**src/rtl/pio_dec_pkg.sv**
```systemverilog
// Package: shared field positions, window indices, command codes and the
// command record type for the PIO request region decoder.
// Assumes a 130-bit request word with a 40-bit address and 64-bit data.
package pio_dec_pkg;

    localparam int REQ_W   = 130;
    localparam int ADDR_W  = 40;
    localparam int DATA_W  = 64;
    localparam int TID_W   = 6;
    localparam int SIZE_W  = 8;
    localparam int TYPE_W  = 5;
    localparam int OFF_W   = 16;
    localparam int NUM_WIN = 3;
    localparam int WIN_IW  = 2;

    // Field positions inside the request word
    localparam int TYPE_HI = 128;
    localparam int TID_HI  = 122;
    localparam int SIZE_HI = 111;
    localparam int ADDR_HI = 103;
    localparam int DATA_HI = 63;

    // Window indices; higher index wins on multiple hits
    localparam int WIN_CFGIO = 0;
    localparam int WIN_MEM32 = 1;
    localparam int WIN_MEM64 = 2;

    // Compared address field: bits 35 down to a per-window low bit
    localparam int CMP_HI = 35;

    // Enable bit in each base register
    localparam int EN_BIT = 63;

    typedef enum logic [2:0] {
        KIND_CFG0  = 3'd0,
        KIND_CFG1  = 3'd1,
        KIND_IO    = 3'd2,
        KIND_MEM32 = 3'd3,
        KIND_MEM64 = 3'd4
    } cmd_kind_e;

    typedef struct packed {
        logic [3:0]        code;
        logic [ADDR_W-1:0] addr;
        logic [SIZE_W-1:0] len;
        logic [TID_W-1:0]  tid;
        logic [DATA_W-1:0] data;
        logic [DATA_W-1:0] base;
    } cmd_rec_t;

    // Low bit of the compared field for a window
    function automatic int win_cmp_lo(input int k);
        return (k == WIN_CFGIO) ? 29 : 24;
    endfunction

    // Register offset of a window's base register (mask sits 8 above)
    function automatic logic [OFF_W-1:0] win_base_off(input int k);
        case (k)
            WIN_MEM32: return 16'h2000;
            WIN_MEM64: return 16'h2010;
            default:   return 16'h2020;
        endcase
    endfunction

endpackage

```
**src/rtl/pio_req_capture.sv**
```systemverilog
// Capture stage: delays the request strobe by one cycle and registers the
// payload in the cycle after the strobe, where the bus carries it.
// Assumes the payload is only meaningful in that one cycle.
module pio_req_capture #(
    parameter int WORD_W = 130
) (
    input  logic              clk,
    input  logic              rst_n,
    input  logic              req_vld,
    input  logic [WORD_W-1:0] req_word,
    output logic              cap_vld,
    output logic [WORD_W-1:0] cap_word
);

    logic strobe_d;

    // Track the strobe into the payload cycle
    always_ff @(posedge clk) begin
        if (!rst_n) strobe_d <= 1'b0;
        else        strobe_d <= req_vld;
    end

    // Register the payload and mark it valid for one cycle
    always_ff @(posedge clk) begin
        if (!rst_n) begin
            cap_vld  <= 1'b0;
            cap_word <= '0;
        end else begin
            cap_vld <= strobe_d;
            if (strobe_d) cap_word <= req_word;
        end
    end

endmodule

```
**src/rtl/pio_window_regs.sv**
```systemverilog
// Window register file: one base and one mask register per window, written
// by decoded register-write requests. Reset clears everything, so every
// window starts disabled. Assumes the caller qualifies wr_en.
module pio_window_regs
    import pio_dec_pkg::*;
#(
    parameter int NWIN = NUM_WIN,
    parameter int RW   = DATA_W
) (
    input  logic                     clk,
    input  logic                     rst_n,
    input  logic                     wr_en,
    input  logic [OFF_W-1:0]         wr_off,
    input  logic [RW-1:0]            wr_data,
    output logic [NWIN-1:0][RW-1:0]  base_q,
    output logic [NWIN-1:0][RW-1:0]  mask_q
);

    for (genvar k = 0; k < NWIN; k++) begin : g_win
        localparam logic [OFF_W-1:0] BOFF = win_base_off(k);
        localparam logic [OFF_W-1:0] MOFF = BOFF + 16'd8;

        // Base register of window k
        always_ff @(posedge clk) begin
            if (!rst_n)                         base_q[k] <= '0;
            else if (wr_en && wr_off == BOFF)   base_q[k] <= wr_data;
        end

        // Mask register of window k
        always_ff @(posedge clk) begin
            if (!rst_n)                         mask_q[k] <= '0;
            else if (wr_en && wr_off == MOFF)   mask_q[k] <= wr_data;
        end
    end

endmodule

```
**src/rtl/pio_window_match.sv**
```systemverilog
// Window matcher: masked base compare per window over its own address
// range, qualified by the base enable bit, then a fixed priority in which
// the highest window index wins. Purely combinational.
module pio_window_match
    import pio_dec_pkg::*;
#(
    parameter int NWIN = NUM_WIN,
    parameter int RW   = DATA_W,
    parameter int AW   = ADDR_W
) (
    input  logic [AW-1:0]            addr,
    input  logic [NWIN-1:0][RW-1:0]  base_q,
    input  logic [NWIN-1:0][RW-1:0]  mask_q,
    output logic                     hit,
    output logic [WIN_IW-1:0]        win_sel,
    output logic [RW-1:0]            sel_base
);

    logic [NWIN-1:0] win_hit;

    for (genvar k = 0; k < NWIN; k++) begin : g_cmp
        localparam int LO = win_cmp_lo(k);
        localparam int FW = CMP_HI - LO + 1;
        logic [FW-1:0] a_f, m_f, b_f;
        assign a_f = addr[CMP_HI:LO];
        assign m_f = mask_q[k][CMP_HI:LO];
        assign b_f = base_q[k][CMP_HI:LO];
        assign win_hit[k] = base_q[k][EN_BIT] && ((m_f & a_f) == b_f);
    end

    // Priority pick: scan upward so the last hit overrides earlier ones
    always_comb begin
        hit      = 1'b0;
        win_sel  = '0;
        sel_base = '0;
        for (int k = 0; k < NWIN; k++) begin
            if (win_hit[k]) begin
                hit      = 1'b1;
                win_sel  = WIN_IW'(k);
                sel_base = base_q[k];
            end
        end
        sel_base[EN_BIT] = 1'b0;
    end

endmodule

```
**src/rtl/pio_cmd_outreg.sv**
```systemverilog
// Output register: holds one command record behind a valid/ready pair.
// A new command loads only when the slot is empty or being drained; one
// that arrives while stalled is dropped and flagged for one cycle.
module pio_cmd_outreg
    import pio_dec_pkg::*;
(
    input  logic     clk,
    input  logic     rst_n,
    input  logic     new_cmd,
    input  cmd_rec_t new_rec,
    input  logic     cmd_ready,
    output logic     cmd_valid,
    output cmd_rec_t cmd_rec,
    output logic     overflow_err
);

    logic can_load;
    assign can_load = !cmd_valid || cmd_ready;

    // Valid flag: set on load, cleared when the consumer takes the record
    always_ff @(posedge clk) begin
        if (!rst_n)                    cmd_valid <= 1'b0;
        else if (new_cmd && can_load)  cmd_valid <= 1'b1;
        else if (cmd_ready)            cmd_valid <= 1'b0;
    end

    // Record storage: changes only on load
    always_ff @(posedge clk) begin
        if (!rst_n)                    cmd_rec <= '0;
        else if (new_cmd && can_load)  cmd_rec <= new_rec;
    end

    // Overflow pulse for a command dropped under stall
    always_ff @(posedge clk) begin
        if (!rst_n) overflow_err <= 1'b0;
        else        overflow_err <= new_cmd && !can_load;
    end

endmodule

```
**src/rtl/pio_region_decoder.sv**
```systemverilog
// Top: captures requests, routes register writes to the window register
// file, classifies PIO requests by window, works out the transfer length,
// and hands a command record to the output register.
// Assumes at most one request payload per cycle.
module pio_region_decoder
    import pio_dec_pkg::*;
(
    input  logic          clk,
    input  logic          rst_n,
    input  logic          req_vld,
    input  logic [129:0]  req_word,
    input  logic          cmd_ready,
    output logic          cmd_valid,
    output logic [3:0]    cmd_code,
    output logic [39:0]   cmd_addr,
    output logic [7:0]    cmd_len,
    output logic [5:0]    cmd_tid,
    output logic [63:0]   cmd_data,
    output logic [63:0]   cmd_base,
    output logic          nomatch_err,
    output logic          overflow_err
);

    logic              cap_vld;
    logic [REQ_W-1:0]  cap_word;

    pio_req_capture #(.WORD_W(REQ_W)) cap_i (
        .clk      (clk),
        .rst_n    (rst_n),
        .req_vld  (req_vld),
        .req_word (req_word),
        .cap_vld  (cap_vld),
        .cap_word (cap_word)
    );

    // Field extraction
    logic [TYPE_W-1:0] f_type;
    logic [TID_W-1:0]  f_tid;
    logic [SIZE_W-1:0] f_size;
    logic [ADDR_W-1:0] f_addr;
    logic [DATA_W-1:0] f_data;
    logic              is_read;

    assign f_type  = cap_word[TYPE_HI -: TYPE_W];
    assign f_tid   = cap_word[TID_HI  -: TID_W];
    assign f_size  = cap_word[SIZE_HI -: SIZE_W];
    assign f_addr  = cap_word[ADDR_HI -: ADDR_W];
    assign f_data  = cap_word[DATA_HI -: DATA_W];
    assign is_read = (f_type == '0);

    // Routing on upper address bits
    logic is_pio, is_regwr;
    assign is_pio   = cap_vld && (f_addr[ADDR_W-1 -: 4] == 4'hC);
    assign is_regwr = cap_vld && !is_read && (f_addr[ADDR_W-1 -: 8] == 8'h80);

    logic [NUM_WIN-1:0][DATA_W-1:0] base_q, mask_q;

    pio_window_regs #(.NWIN(NUM_WIN), .RW(DATA_W)) regs_i (
        .clk     (clk),
        .rst_n   (rst_n),
        .wr_en   (is_regwr),
        .wr_off  (f_addr[OFF_W-1:0]),
        .wr_data (f_data),
        .base_q  (base_q),
        .mask_q  (mask_q)
    );

    logic              hit;
    logic [WIN_IW-1:0] win_sel;
    logic [DATA_W-1:0] sel_base;

    pio_window_match #(.NWIN(NUM_WIN), .RW(DATA_W), .AW(ADDR_W)) match_i (
        .addr     (f_addr),
        .base_q   (base_q),
        .mask_q   (mask_q),
        .hit      (hit),
        .win_sel  (win_sel),
        .sel_base (sel_base)
    );

    // Command kind from window and, inside config/IO, from address bits
    cmd_kind_e kind;
    always_comb begin
        case (win_sel)
            WIN_IW'(WIN_MEM64): kind = KIND_MEM64;
            WIN_IW'(WIN_MEM32): kind = KIND_MEM32;
            default: begin
                if (f_addr[28])              kind = KIND_IO;
                else if (f_addr[27:20] == 0) kind = KIND_CFG0;
                else                         kind = KIND_CFG1;
            end
        endcase
    end

    // Length: decoded size for reads, raw byte mask for writes
    logic [SIZE_W-1:0] len;
    always_comb begin
        if (!is_read)            len = f_size;
        else if (f_size <= 8'd4) len = SIZE_W'(1) << f_size[2:0];
        else                     len = '0;
    end

    cmd_rec_t new_rec;
    always_comb begin
        new_rec.code = {kind, !is_read};
        new_rec.addr = f_addr;
        new_rec.len  = len;
        new_rec.tid  = f_tid;
        new_rec.data = f_data;
        new_rec.base = sel_base;
    end

    // No-match error pulse for a PIO request that missed every window
    always_ff @(posedge clk) begin
        if (!rst_n) nomatch_err <= 1'b0;
        else        nomatch_err <= is_pio && !hit;
    end

    cmd_rec_t rec_q;

    pio_cmd_outreg out_i (
        .clk          (clk),
        .rst_n        (rst_n),
        .new_cmd      (is_pio && hit),
        .new_rec      (new_rec),
        .cmd_ready    (cmd_ready),
        .cmd_valid    (cmd_valid),
        .cmd_rec      (rec_q),
        .overflow_err (overflow_err)
    );

    assign cmd_code = rec_q.code;
    assign cmd_addr = rec_q.addr;
    assign cmd_len  = rec_q.len;
    assign cmd_tid  = rec_q.tid;
    assign cmd_data = rec_q.data;
    assign cmd_base = rec_q.base;

endmodule

```
**config.mk**
```make
export PLATFORM = sky130hd
export DESIGN_NAME = pio_region_decoder
export DESIGN_NICKNAME = d
export VERILOG_FILES = /design/src/rtl/pio_dec_pkg.sv /design/src/rtl/pio_req_capture.sv /design/src/rtl/pio_window_regs.sv /design/src/rtl/pio_window_match.sv /design/src/rtl/pio_cmd_outreg.sv /design/src/rtl/pio_region_decoder.sv
export SDC_FILE = /design/constraint.sdc
export NUM_CORES = 1
export LEC_CHECK = 0
export BUFFER_PORTS_ARGS = -buffer_cell sky130_fd_sc_hd__buf_2
export CORE_ASPECT_RATIO = 1.75
export CORE_MARGIN = 2
export CORE_UTILIZATION = 40
export DETAILED_ROUTE_END_ITERATION = 10
export GPL_TIMING_DRIVEN = 0
export SLEW_MARGIN = 40
export SYNTH_ARGS = -nofsm -noshare
export SYNTH_HDL_FRONTEND = slang
export SYNTH_SLANG_ARGS = --single-unit
```
**constraint.sdc**
```tcl
create_clock -name clk -period 3.6 [get_ports clk]
set_input_delay 0.72 -clock clk [delete_from_list [all_inputs] [get_ports clk]]
set_output_delay 0.72 -clock clk [all_outputs]
set_load 0.03 [all_outputs]
```
* Word level (Yosys, flattened, before mapping)
Cells that the tools add are included.
** Word-level totals
- Input bits :: 134
- Logic and storage cells :: 75
- Output and inout port bits :: 189
- Register bits after elaboration :: 619
** Operators by class
- Shift operators :: 1
- Order comparisons :: 1
- Muxes and demuxes :: 15
- Bitwise operators :: 3
- Reductions and logical operators :: 24
- Equal/unequal tests :: 13
** Operators by type and width (number)
- $mux 63 :: 3
- $eq 16x14->1 const B :: 6
- $and 12x12->12 :: 2
- $eq 12x12->1 :: 2
- $logic_and 1x1->1 :: 16
- $mux 8 :: 2
- $eq 8x8->1 const B :: 1
- $le 8x3->1 const B :: 1
- $logic_not 8->1 :: 1
- $shl 1x3->8 const A :: 1
- $and 7x7->7 :: 1
- $eq 7x7->1 :: 1
- $mux 1 :: 7
- $pmux 3 s2 :: 1
- $logic_not 5->1 :: 1
- $eq 4x4->1 const B :: 1
- $logic_not 1->1 :: 4
- $mux 2 :: 2
- $eq 2x1->1 const B :: 1
- $eq 2x2->1 const B :: 1
- $reduce_bool 2->1 :: 1
- $logic_or 1x1->1 :: 1

* Longest topological paths before layout
Gate-level depths: netlist (run 1).
- Depth after elaboration :: 9
- Gate-level depth with buffers :: 10
- Gate-level depth less buffers :: 7

* Cells and area by module
A second synthesis (run 1) with hierarchy kept.
** Unflattened totals
- Cells, all modules :: 2980
- Area, all modules :: 28930.2 um^2
** By module, submodules not included
- pio_window_regs :: cells each 1320, area an instance 13962.1 um^2, times used 1, seq. area each 7687.4 um^2
- pio_cmd_outreg :: cells each 813, area an instance 7513.5 um^2, times used 1, seq. area each 3763.6 um^2
- pio_req_capture :: cells each 423, area an instance 4977.3 um^2, times used 1, seq. area each 2642.5 um^2
- pio_window_match :: cells each 385, area an instance 2172.1 um^2, times used 1, seq. area each 0.0 um^2
- pio_region_decoder :: cells each 39, area an instance 305.3 um^2, times used 1, seq. area each 20.0 um^2

* Worst setup path after synthesis (run 1)
No wires, ideal clock.
- Path type :: register -> register
- Start point :: register cap_i.cap_word[96]
- End point :: register out_i.cmd_rec[52] (netlist bit)
- Required time :: 3531 ps
- Setup time :: 69 ps
- Path buffers :: 2
- Period minus slack after synthesis :: 2655 ps
- Stages on the path, launching flop included :: 10
- Path slack :: 945 ps
- Arrival :: 2586 ps
- Path through :: dfxtp_1 -> and3_1 -> o22ai_1 -> or4_4 -> nor4_4 -> nor3_1 -> or4b_1 -> buf_2 -> buf_6 -> o21ai_1
** Between the ends
- Word-level cells in the longest chain between the ends :: 8
- Elaborated cells on any way between the ends :: 17
- Classes of those cells :: eq/ne (3); mux (6); bitwise (3); reduce/logical (5)
** Ends and longest elaborated chain
- start: declaration :: RTL line pio_req_capture.sv:12 : output logic [WORD_W-1:0] cap_word
- start signal: assignment :: RTL line pio_req_capture.sv:30 : if (strobe_d) cap_word <= req_word;
- $and 7x7->7 :: RTL line pio_window_match.sv:28 : assign win_hit[k] = base_q[k][EN_BIT] && ((m_f & a_f) == b_f);
- $eq 7x7->1 :: RTL line pio_window_match.sv:28
- $logic_and 1x1->1 :: RTL line pio_window_match.sv:28
- $mux 1 (3 in series) :: RTL line pio_window_match.sv:37 : if (win_hit[k]) begin
- $logic_and 1x1->1 :: RTL line pio_region_decoder.sv:124 : .new_cmd (is_pio && hit),
- $logic_and 1x1->1 :: RTL line pio_cmd_outreg.sv:30 : else if (new_cmd && can_load) cmd_rec <= new_rec;
- end signal: assignment :: RTL line pio_cmd_outreg.sv:30
- end: declaration :: RTL line pio_cmd_outreg.sv:13 : output cmd_rec_t cmd_rec,
Several ways; a longest one is shown, not always the timed one.
A chain may end at the register's enable or synchronous reset.

* Worst setup path in the final report (run 1)
- Start point :: register cap_i.cap_word[92]
- End point :: register out_i.cmd_rec[57] (netlist bit)
** Between the ends
- Word-level cells in the longest chain between the ends :: 7
- Elaborated cells on any way between the ends :: 12
- Classes of those cells :: eq/ne (2); mux (4); bitwise (2); reduce/logical (4)
** Ends and longest elaborated chain (RTL line)
- $and 12x12->12 :: pio_window_match.sv:28
- $eq 12x12->1 :: pio_window_match.sv:28
- $logic_and 1x1->1 :: pio_window_match.sv:28
- $mux 1 (2 in series) :: pio_window_match.sv:37
- $logic_and 1x1->1 :: pio_region_decoder.sv:124
- $logic_and 1x1->1 :: pio_cmd_outreg.sv:30
Several ways; a longest one is shown, not always the timed one.

==> metrics, run 1 <==
number of flops mapped to enable cells by yosys=0; Unique masters post-synth=48; vias in the first global route=~18000; count of filler cells inserted in the layout=5057; top-count cell post-synth=nand2_1; unrepaired setup endpoints after global routing=false; Syn-to-layout area delta=19.3%; Clock Skew=about 0.014 ns; hold slack=0.355 ns; kind of critical path=reg2reg; worst slew margin relative to its limit=42.2%; dominant combinational cell family by area after synthesis=simple AND/OR/NAND/NOR gates; Hold/Removal Path Class=in2reg; number of H-tree branching levels=2; highest-delay cell along the critical path=o31ai_2; setup ws final=0.146 ns; Slew Limit Fails=0; total half-perimeter wirelength after legalization and detailed placement=around 57000 um; Initial Utilization=40.4%; Multi-input gate area=9640 sq um; final core utilization=around half; routed wire length per instance=21.8 um; mux cell area share after synthesis=6.71%; leakage dissipation=10.2 nW; sequential-to-total area share from yosys stat=50.7%; area enclosed by the die boundary=54900 sq um; number of iterations in the first detailed-routing pass=8; Clock Latency Late Sink=roughly 0.57 ns; area taken by flip-flops and latches=10700 sq um; maximum number of pins on one net before global-route repair=16; Residual DRC=0; global router's overall resource usage=27.0%; number of clock sinks=between 500 and 600; status=finished clean; average cell area after synthesis=8.73 sq um; maximum count of clock buffers along a single path=3; achievable frequency=290 MHz; cells along the critical path=a21oi_1, o221ai_1, nor4_4, buf_4, o31ai_2, clkbuf_2, clkbuf_1, nand3_1, o21ai_1; global-route wire length before repair=roughly 110000 um; synthesized area=around 21000 sq um; antenna violations before repair=0; post-synthesis async set-or-reset flop share=0%; Diodes inserted=0; vias after detailed routing=around 19000; final non-filler cell total=between 3000 and 4000; Core Footprint=52400 sq um; Final Critical Period=3.45 ns; synthesized-area fraction occupied by and/or/nand/nor cells=roughly 25%; Syn Inst Count=approximately 2400; hold buffer count at CTS=0; number of core rows=approximately 110; adder and majority cell fraction of the synthesized area=0%; Root Driver=clkbuf_16; setup TNS after final layout=0 ns; number of vias per cell after detailed routing=roughly 5.4; pwr/cell area=474 nW/um^2; synthesized netlist net count=about 2600; total detailed-routing wirelength=76400 um; GRT Residual Overflow=0; pre-CTS WS=-0.720 ns; clock buffer count from CTS=49; Synth area leader=dfxtp_1; signal arrival time at the worst endpoint=3.95 ns; die boundary height=a little over 300 um; horizontal extent of the die=178 um; slew at the pin closest to its max-slew limit=about 0.87 ns; max-cap violation count=0; number of design-rule violations left by the first detailed-router iteration=1375; Crit path largest cell delay=0.66 ns; Buffers on Ports=approximately 310; largest cells by area after synthesis=dfxtp_1 51%, nand2_1 9.7%, a21boi_0 7.3%, nand3_1 7.1%, mux2i_1 6.7%; proportion of layout cells with a drive suffix above 1=between 10% and 20%; most frequent cells after synthesis=549 x nand2_1, 536 x dfxtp_1, 302 x nand3_1, 205 x a21boi_0, 173 x clkbuf_1; Crit. path cell count=9; required time of the critical path=4.09 ns; worst supply voltage drop on vdd=~0.33 mV; TritonCTS clock tree=yes; clock-pin transition on the worst setup and hold timing paths=0.06 ns; GP Congestion=slightly above 0.9; Final Hold Fails=0; category of the worst setup path capture point=flip-flop; endpoints failing setup=0; cell depth of the worst flop-to-flop path=9; placed cell count=3415; R2R Setup Slk=0.15 ns; synthesis warning total=0; Yosys top cell area share=50.7%; flip-flop and latch count after synthesis=about 540; CP Buf/Inv Count=3; xor and xnor fraction of the mapped netlist area=0.703%; Post-layout nets=2922; share of the cycle needed by the critical path after routing=95.9%; complex-gate fraction of the synthesized area=12.9%; I/O pin count=323; largest fanout on the critical path=10; Hold Path Depth=2; crit path launch type=flip-flop; Antenna Violating Nets Remaining=0; main flop type after synthesis=dfxtp_1; Top delay family on crit path=buffers and inverters
[layout make-up]
type	instances	share of cell area, %
timing repair buffer	314	6.23
buffer	207	3.39
clock buffer	75	5.76
tap	678	3.36
clock inverter	11	0.629
multi-input combinational	1679	38.1
sequential	536	42.5
inverter	1	0.0149
[power breakdown]
| part | internal (mW) | switching [mW] | leakage, nW | total [mW] |
|---|---|---|---|---|
| clock network | 3.06 | 2.28 | 0.797 | 5.34 |
| logic | 0.217 | 0.314 | 5.12 | 0.532 |
| registers | 6.00 | 0.108 | 4.33 | 6.10 |
| total | 9.27 | 2.71 | 10.2 | 12.0 |
[worst register-to-register path: stages, from the launching register on]
cell,delay [ns]
dfxtp_1,0.64
a21oi_1,0.14
o221ai_1,0.33
nor4_4,0.05
buf_4,0.19
o31ai_2,0.66
clkbuf_2,0.52
clkbuf_1,0.57
nand3_1,0.16
o21ai_1,0.12
[registers in the layout (all words and copies together) (netlist names)]
name / flops
cap_i.cap_vld: 1
cap_i.cap_word: 123
cap_i.strobe_d: 1
nomatch_err: 1
out_i.cmd_rec: 185
out_i.cmd_valid: 1
out_i.overflow_err: 1
regs_i.base_q: 192
regs_i.mask_q: 31
[through the flow]
step / power (mW) / instance area [sq um]
final: 12.0 / 25300
after global routing: 12.3 / 25300
after global placement: 6.76 / 23600
after detailed placement: 6.77 / 23600
after floorplan: 6.49 / 21200
after CTS: 12.1 / 25200
[metal layers]
metal	GRT usage, %	up-vias	part of all wire, %
met1	29.0	8901	36
met2	49.0	764	50
met4	17.2	0	7.0
met5	0	-	0
li1	-	8954	-
met3	3.87	195	6.5
[timing repair]
action,in CTS,in global routing
pin swaps,0,1
setup endpoints to repair,176,138
buffers inserted,0,1
resized for setup,9,5
[placed cells by master (no fill, tap or decap), types with 23 or more instances in the layout]
cell / count
a221oi_1: 31
clkbuf_1: 168
nor2b_1: 143
nand3_1: 302
mux2i_1: 142
nand2_1: 549
a21boi_0: 205
dfxtp_1: 535
o21ai_1: 60
buf_2: 317
clkbuf_16: 49
a21oi_1: 30
buf_1: 23
nor2_1: 25
and3_1: 63
[logic make-up (layout without fill, tap and decap cells)]
family,Yosys count,after routing
flops,536,536
simple gates,1131,1131
other cells,1,1
mux,142,142
xor+xnor,17,17
compound gates,388,388
buf+inv,209,608
[worst paths after layout]
| check | start | to |
|---|---|---|
| hold / removal | req_vld | cap_i.strobe_d |
| setup reg to reg | cap_i.cap_word[92] | out_i.cmd_rec[57] |
| setup / recovery | cap_i.cap_word[92] | out_i.cmd_rec[57] |
| hold reg to reg | out_i.cmd_rec[85] | out_i.cmd_rec[85] |
Power figures use the tool's default switching activity.
==> run 2, diff against run 1 <==
ABC_AREA = 1   (was not set)
==> run 2 against run 1 <==
  * Clock-buffer cell count decreased by 1
  * Clock power is 13% higher
  * Global-route usage is 0.079 points higher
  * Sequential share of layout area fell by 4.0 points
  * Critical path depth grew 2
  * First-iteration DRC count rose by 29%
  * Critical path type unchanged
  * Largest cell class unchanged
==> metrics, run 2 <==
status=finished clean; pwr/cell area=457 nW/um^2; Slew Limit Fails=0; GP Congestion=0.935; TritonCTS clock tree=yes; setup ws final=approximately 0.56 ns; endpoints failing setup=0; Antenna Violating Nets Remaining=0; total half-perimeter wirelength after legalization and detailed placement=64100 um; global-route wire length before repair=127000 um; required time of the critical path=4.13 ns; Hold/Removal Path Class=in2reg; number of instances resized during post-cts repair=0; synthesized area=23500 sq um; top-count cell post-synth=nor2_1; worst hold endpoint=cap_i.strobe_d; total net switching power=3.01 mW; cell depth of the worst flop-to-flop path=11; switch share=23.6%; Yosys top cell area share=45.7%; GRT Residual Overflow=0; sequential-to-total area share from yosys stat=45.7%; largest fanout on the critical path=10; vias in the first global route=21677; start point of the worst min-delay path=req_vld; Root Driver=clkbuf_16; Clock power frac=47.4%; share of the cycle needed by the critical path after routing=84.5%; flip-flop count of the largest register after layout=between 150 and 200; hold buffer count at CTS=0; hold slack=0.327 ns; Core Footprint=58100 sq um; Unique masters post-synth=29; leakage dissipation=~13 nW; Syn Inst Count=3567; number of vias per cell after detailed routing=about 5; synthesis warning total=0; number of core rows=roughly 120; flip-flop and latch count after synthesis=536; Initial Utilization=40.4%; endpoint of the most critical register-to-register path=out_i.cmd_rec[128]; number of H-tree branching levels=2; Final Hold Fails=0; category of the worst setup path capture point=flip-flop; number of iterations in the first detailed-routing pass=6; crit path launch=cap_i.cap_word[98]; pre-CTS WS=roughly 0.63 ns; number of clock sinks=536; worst slew margin relative to its limit=between 40% and 50%; largest cells by area after synthesis=dfxtp_1 46%, nor2_1 13%, nand2_1 13%, nand3_1 8.1%, inv_1 5.5%; area enclosed by the die boundary=60700 sq um; relative contribution of combinational cells to total power=5.0%; Buffers on Ports=313; placed inst area=26000 sq um; maximum number of pins on one net before global-route repair=16; max-cap violation count=0; I/O pin count=323; worst supply voltage drop on vdd=0.362 mV; worst reg2reg path startpoint=cap_i.cap_word[98]; setup bufs post-CTS=0; commonest non-fill, non-tap cell in the layout=nor2_1; Final Critical Period=3.04 ns; commonest cells after routing, fill and taps aside=813 x nor2_1, 808 x nand2_1, 536 x dfxtp_1; synthesized netlist net count=3701; register with the most flip-flops=regs_i.base_q; kind of critical path=reg2reg; crit path launch type=flip-flop; final non-filler cell area=27900 sq um; Seq pwr share=~48%; clock buffer count from CTS=51; Clock Skew=0.0355 ns; horizontal extent of the die=187 um; global router's overall resource usage=27.1%; unrepaired setup endpoints after global routing=false; number of design-rule violations left by the first detailed-router iteration=1775; signal arrival time at the worst endpoint=3.57 ns; maximum count of clock buffers along a single path=3; routed wire length per instance=approximately 18 um; Residual DRC=0; Post-layout nets=4067; Syn-to-layout area delta=18.8%; Hold Path Depth=3; total detailed-routing wirelength=85000 um; slew at the pin closest to its max-slew limit=0.800 ns; main flop type after synthesis=dfxtp_1; post-synthesis async set-or-reset flop share=0%; average cell area after synthesis=between 6 and 7 sq um; total internal power=~10 mW; most frequent cells after synthesis=813 x nor2_1, 808 x nand2_1, 536 x dfxtp_1, 382 x nand3_1, 347 x inv_1; antenna violations before repair=8; Synth area leader=dfxtp_1; clock-pin transition on the worst setup and hold timing paths=0.07 ns; vias after detailed routing=23359; R2R Setup Slk=0.56 ns; die boundary height=324 um; Clock Latency Late Sink=0.61 ns; achievable frequency=329 MHz; number of flops mapped to enable cells by yosys=0; proportion of layout cells with a drive suffix above 1=~13%; top flop regs=regs_i.base_q (192), out_i.cmd_rec (185), cap_i.cap_word (123); setup TNS after final layout=0 ns
## run 2: cell types whose count changed in the layout (fill, tap and decap cells not counted), moves of 143 or more
cell      before  now
nand2_1      549  808
a21oi_1       30  249
inv_1          1  347
nor2_1        25  813
nor2b_1      143    0
a21boi_0     205    0
## run 2: logic make-up after synthesis
logic type | after synthesis | synth area share (%)
XOR/XNOR | 3 | 0.112
buffers and inverters | 602 | 10.8
AO/OA/AOI/OAI | 384 | 8.23
flip-flops | 536 | 45.7
other | 1 | 0.0160
AND/OR/NAND/NOR | 2041 | 35.1
## run 2: layer usage
| layer | up-vias | track usage, % | part of all wire (%) | routed length [um] |
|---|---|---|---|---|
| met5 | - | 0 | 0.015 | 13 |
| met4 | 2 | 14.7 | 5.6 | 4770 |
| met3 | 212 | 3.25 | 4.6 | 3930 |
| met2 | 690 | 50.6 | 52 | 44000 |
| met1 | 10687 | 29.6 | 38 | 32300 |
| li1 | 11768 | - | - | - |
## run 2: through the flow
stage / cells / power (mW) / util, %
floorplan: 3567 / 6.54 / -
global placement: 4653 / 6.84 / 44.7
detailed placement: 4653 / 6.85 / 44.8
CTS: 4749 / 12.8 / 48.0
global route: 4755 / 13.1 / 48.0
finish: 4755 / 12.8 / 48.0
## run 2: worst max path at each step
stage	end
global placement	out_i.cmd_rec[124]
detailed placement	out_i.cmd_rec[68]
global route	out_i.cmd_rec[129]
finish	out_i.cmd_rec[128]
CTS	out_i.cmd_rec[132]
floorplan	out_i.cmd_rec[100]
## run 2: worst max-delay path, cell delays in order, from the launching register on
cell and delay [ns]:
dfxtp_1 0.57, nand2_1 0.12, xor2_1 0.18, nand3_1 0.10
nor2_1 0.05, nand2_1 0.23, nand3_4 0.22, nand2_2 0.30
buf_2 0.53, buf_2 0.46, nor2_1 0.07, nor2_1 0.12
## run 2: final cells by class
| class | count | area (sq um) |
|---|---|---|
| Sequential cell | 536 | 10700 |
| Tap cell | 773 | 967 |
| Inverter | 351 | 1320 |
| Buffer | 251 | 1230 |
| Clock buffer | 74 | 1500 |
| Multi-Input combinational cell | 2429 | 10200 |
| Antenna cell | 6 | 15.0 |
| Timing Repair Buffer | 313 | 1570 |
| Fill cell | 6297 | 30200 |
| Clock inverter | 22 | 358 |
## run 2: power by group through the flow
stage	Sequential, mW	Clock [mW]	Combinational (mW)
3_5_place_dp	6.21	0	0.635
4_1_cts	6.08	6.12	0.638
5_1_grt	6.09	6.34	0.698
3_3_place_gp	6.21	0	0.634
6_report	6.08	6.04	0.637
2_1_floorplan	6.20	0	0.346
